$ cat src/rtl/burst_col_seq_pkg.sv
package burst_col_seq_pkg;
   localparam int BEAT_W = 3;

   typedef enum logic {
      LEN_FOUR  = 1'b0,
      LEN_EIGHT = 1'b1
   } burst_len_e;

   typedef enum logic {
      ORD_SEQ = 1'b0,
      ORD_ILV = 1'b1
   } burst_ord_e;

   function automatic logic [BEAT_W-1:0] final_beat(input burst_len_e len);
      return (len == LEN_EIGHT) ? BEAT_W'(7) : BEAT_W'(3);
   endfunction
endpackage

$ cat src/rtl/bcs_beat_ctr.sv
module bcs_beat_ctr
   import burst_col_seq_pkg::*;
#(
   parameter int CNT_W = BEAT_W
) (
   input  logic             clk,
   input  logic             rst_n,
   input  logic             launch_i,
   input  logic             adv_i,
   input  burst_len_e       len_i,
   output logic [CNT_W-1:0] beat_o,
   output logic             busy_o,
   output logic             final_o
);
   logic [CNT_W-1:0] beat_q;
   logic             busy_q;

   if (CNT_W < BEAT_W) begin : g_bad_width
      $error("bcs_beat_ctr: CNT_W must cover eight beats");
   end

   assign final_o = busy_q && (beat_q == CNT_W'(final_beat(len_i)));

   always_ff @(posedge clk or negedge rst_n) begin
      if (!rst_n) begin
         beat_q <= '0;
         busy_q <= 1'b0;
      end else if (launch_i) begin
         beat_q <= '0;
         busy_q <= 1'b1;
      end else if (busy_q && adv_i) begin
         if (final_o) begin
            beat_q <= '0;
            busy_q <= 1'b0;
         end else begin
            beat_q <= beat_q + CNT_W'(1);
         end
      end
   end

   assign beat_o = beat_q;
   assign busy_o = busy_q;
endmodule

$ cat src/rtl/bcs_low_order.sv
module bcs_low_order
   import burst_col_seq_pkg::*;
(
   input  logic [BEAT_W-1:0] start_low_i,
   input  logic [BEAT_W-1:0] beat_i,
   input  burst_len_e        len_i,
   input  burst_ord_e        ord_i,
   output logic [BEAT_W-1:0] low_o
);
   logic [BEAT_W-1:0] eff_beat;
   logic [BEAT_W-1:0] ilv_low;
   logic [BEAT_W-1:0] seq_low;
   logic [1:0]        nib_sum;

   // beat bit 2 only takes part in eight-beat bursts
   assign eff_beat = {beat_i[2] & (len_i == LEN_EIGHT), beat_i[1:0]};

   for (genvar k = 0; k < BEAT_W; k++) begin : g_ilv_bit
      assign ilv_low[k] = start_low_i[k] ^ eff_beat[k];
   end

   // nibble wrap: the sum of the low two bits never carries into bit 2
   assign nib_sum = start_low_i[1:0] + beat_i[1:0];
   assign seq_low = {start_low_i[2] ^ eff_beat[2], nib_sum};

   assign low_o = (ord_i == ORD_ILV) ? ilv_low : seq_low;
endmodule

$ cat src/rtl/burst_col_seq.sv
module burst_col_seq
   import burst_col_seq_pkg::*;
#(
   parameter int COL_W = 10
) (
   input  logic             clk,
   input  logic             rst_n,
   input  logic             start_i,
   input  logic [COL_W-1:0] col_i,
   input  logic             len8_i,
   input  logic             ilv_i,
   input  logic             adv_i,
   output logic [COL_W-1:0] col_o,
   output logic             valid_o,
   output logic             last_o
);
   localparam int UPPER_W = COL_W - BEAT_W;

   if (COL_W < BEAT_W + 1) begin : g_bad_col
      $error("burst_col_seq: COL_W must exceed the beat field");
   end

   logic [COL_W-1:0]  base_q;
   burst_len_e        len_q;
   burst_ord_e        ord_q;
   logic              launch;
   logic [BEAT_W-1:0] beat;
   logic              busy;
   logic              final_beat_w;
   logic [BEAT_W-1:0] low;

   assign launch = start_i && !busy;

   always_ff @(posedge clk or negedge rst_n) begin
      if (!rst_n) begin
         base_q <= '0;
         len_q  <= LEN_FOUR;
         ord_q  <= ORD_SEQ;
      end else if (launch) begin
         base_q <= col_i;
         len_q  <= burst_len_e'(len8_i);
         ord_q  <= burst_ord_e'(ilv_i);
      end
   end

   bcs_beat_ctr #(.CNT_W(BEAT_W)) u_ctr (
      .clk     (clk),
      .rst_n   (rst_n),
      .launch_i(launch),
      .adv_i   (adv_i),
      .len_i   (len_q),
      .beat_o  (beat),
      .busy_o  (busy),
      .final_o (final_beat_w)
   );

   bcs_low_order u_order (
      .start_low_i(base_q[BEAT_W-1:0]),
      .beat_i     (beat),
      .len_i      (len_q),
      .ord_i      (ord_q),
      .low_o      (low)
   );

   assign col_o   = {base_q[COL_W-1 -: UPPER_W], low};
   assign valid_o = busy;
   assign last_o  = final_beat_w;
endmodule

$ cat config.mk
export PLATFORM = sky130hd
export DESIGN_NAME = burst_col_seq
export DESIGN_NICKNAME = d
export VERILOG_FILES = /design/src/rtl/burst_col_seq_pkg.sv /design/src/rtl/bcs_beat_ctr.sv /design/src/rtl/bcs_low_order.sv /design/src/rtl/burst_col_seq.sv
export SDC_FILE = /design/constraint.sdc
export NUM_CORES = 1
export LEC_CHECK = 0
export BUFFER_PORTS_ARGS = -buffer_cell sky130_fd_sc_hd__buf_4
export CAP_MARGIN = 15
export CELL_PAD_IN_SITES_DETAIL_PLACEMENT = 0
export CELL_PAD_IN_SITES_GLOBAL_PLACEMENT = 2
export CORE_MARGIN = 4
export CORE_UTILIZATION = 34
export DETAILED_ROUTE_END_ITERATION = 10
export PLACE_DENSITY = 0.93
export SLEW_MARGIN = 10
export SYNTH_ARGS = -nofsm -noshare
export SYNTH_HDL_FRONTEND = slang
export SYNTH_SLANG_ARGS = --single-unit
$ cat constraint.sdc
create_clock -name clk -period 3.3 [get_ports clk]
set_input_delay 0.495 -clock clk [delete_from_list [all_inputs] [get_ports clk]]
set_output_delay 0.495 -clock clk [all_outputs]
set_load 0.02 [all_outputs]
==> flow_summary.json <==
{
  "outcome": "complete, no violations",
  "area_delta_synth_final_pct": 22.8,
  "drc": 0,
  "p_per_area_nw_per_um2": 1000,
  "hold_buffers": 0,
  "whs_ps": 44.4,
  "setup_tns_ps": 0,
  "fill_cells": 204,
  "die_h_um": 57.5,
  "postSynthAreaPerCell_um2": 13.9,
  "numCtsBuffers": 3,
  "critPathCaptureType": "output port",
  "start_util": 0.367,
  "cts_resized": 0,
  "startpoint_type": "register",
  "cp.required_ps": 2800,
  "place.gp.congestion": 0.699,
  "min_path_type": "input pin to async pin",
  "rsz0062_at_grt": "no",
  "clk_pin_slew_worst_paths_ps": 90,
  "fin_skew_ps": 3.29,
  "synth_area_leaders": "dfrtp_1 (48%), mux2_4 (18%), buf_4 (6.3%), ha_1 (4.5%), mux2_2 (2.7%)",
  "min_period_ps": 1990,
  "post_cts_buffers": 0,
  "crit_fanout": 4,
  "final_layout_size_suffix_gt1_frac": 0.549,
  "overflow": 0,
  "ant_nets": 0,
  "layout_worst_path_cycle_share": 0.603,
  "fp.dieW_um": 57.5,
  "wl_um": 1410,
  "clk_latency_ps": 280,
  "fin_ws_ps": 1310,
  "synth.yosys.seq_area_share": 0.480,
  "root_buffer": "clkbuf_4",
  "grt_max_degree": 17,
  "p_leak_nw": 0.506,
  "ys.flop_type": "dfrtp_1",
  "grt_pass1_wl_um": 2360,
  "ios": 28,
  "n_antenna_cell": 0,
  "yosysTopAreaCellShare": 0.480,
  "syn_inst": 60,
  "setup_viol_count_final": 0,
  "tritoncts": "built",
  "coreArea_um2": 2280,
  "rows": 17,
  "synth_fp_nets": 79,
  "h-tree-depth": 1,
  "multi_input_area_um2": 350,
  "synth_warnings": 0,
  "vias_per_cell": 4.65,
  "grt_use_total": 0.0965,
  "synth_seq_cells": 16,
  "num_vias": 511,
  "first_pass_iters": 2,
  "crit_arrival_ps": 1490,
  "wl_per_cell_um": 12.8,
  "seq_area_um2": 400,
  "fin_nets": 102,
  "slew_headroom": 0.680,
  "yosysMostFrequentCell": "dfrtp_1",
  "max_freq_ghz": 0.503,
  "syn_area_um2": 835,
  "synthArstFlopShare": 1.00,
  "place_ws_ps": 1640,
  "synth.largest_area_cell": "dfrtp_1",
  "io_buffers": 27,
  "grt_pass1_vias": 517,
  "drv_slew": 0,
  "tightest_slew_ps": 480,
  "antenna_found_initial": 0,
  "fin_util": 0.450,
  "clock-sinks": 16,
  "ys_types": 22,
  "ctsLongestPathBuffers": 2,
  "die-area_um2": 3310,
  "hpwlAfterDp_um": 1050,
  "critical_path_class": "register to output port",
  "synthTopCellsByCount": "dfrtp_1 (16), mux2_4 (10), buf_4 (7)",
  "first_iter_violations": 10,
  "final_hold_viol_count": 0,
  "cap_violations": 0,
  "irDropWorstVdd_v": 0.000421,
  "synth_edf_count": 0
}
==> path summary, 6_finish.rpt <==
path / startpoint / end / slack (ps) / depth (start not counted)
max in group asynchronous: rst_n / base_q[7]$_DFFE_PN0P_ / 3070 / 1
max: u_ctr.beat_o[2]$_DFFE_PN0P_ / last_o / 1310 / 4
min reg2reg: base_q[7]$_DFFE_PN0P_ / base_q[7]$_DFFE_PN0P_ / 520 / 1
min: rst_n / base_q[1]$_DFFE_PN0P_ / 40 / 1
min in group clk: col_i[6] / base_q[6]$_DFFE_PN0P_ / 440 / 2
max reg2reg: u_ctr.busy_o$_DFFE_PN0P_ / base_q[7]$_DFFE_PN0P_ / 1840 / 2
==> layout by cell type (no fill, tap or decap) <==
master / instances
a211o_1: 1
a21oi_1: 1
a22o_1: 1
a31oi_1: 1
and2_2: 1
buf_4: 27
clkbuf_4: 3
clkbuf_8: 1
dfrtp_1: 16
ha_1: 3
mux2_1: 1
mux2_2: 2
mux2_4: 10
nand2_1: 2
nand4_1: 1
nor2_1: 2
nor2b_1: 3
nor2b_4: 1
o21ai_0: 1
o31ai_1: 1
xnor2_1: 2
xor2_1: 1
==> where the power goes <==
part / total (W) / switching (W) / internal (W)
clock network: 0.000129 / 0.0000616 / 0.0000671
logic: 0.000535 / 0.000236 / 0.000299
registers: 0.000364 / 0.0000733 / 0.000291
total: 0.00103 / 0.000371 / 0.000657
==> sequential cells by signal, summed over array words and instances (netlist names) <==
signal	count
base_q	10
len_q	1
ord_q	1
u_ctr.beat_o	3
u_ctr.busy_o	1
==> stage by stage <==
step	instances	cell area, µm²	total power [W]
after floorplan	60	835	0.000794
after global placement	106	988	0.000901
after detailed placement	106	988	0.000909
after CTS	110	1020	0.00105
after global routing	110	1020	0.00110
final	110	1020	0.00103
==> final cells by class <==
type	count	area share
clock buffer	4	0.0354
timing repair buffer	27	0.198
tap	28	0.0342
sequential	16	0.391
multi-input combinational	35	0.342
==> layer usage <==
layer  up-vias  global-route usage  routed length [µm]
li1        246                   -                   -
met1       242               0.125                 603
met2        19               0.137                 656
met3         4              0.0249                 115
met4         0              0.0695                  34
met5         -                   0                   0
==> cell families (layout without fill, tap and decap cells) <==
group | Yosys count | in the layout | share of synthesized area
xor gates and xnor gates | 3 | 3 | 0.0315
muxes | 13 | 13 | 0.220
DFF | 16 | 16 | 0.480
and+or+nand+nor | 10 | 10 | 0.0735
buffers and inverters | 9 | 31 | 0.100
AOI/OAI and AO/OA | 6 | 6 | 0.0495
adders and majority gates | 3 | 3 | 0.0450
==> worst max-delay path, stage by stage, from the launching register on <==
cell and delay [ps]:
dfrtp_1 420, ha_1 300, nor2b_1 200, and2_2 170
buf_4 130
Power figures use the tool's default switching activity.
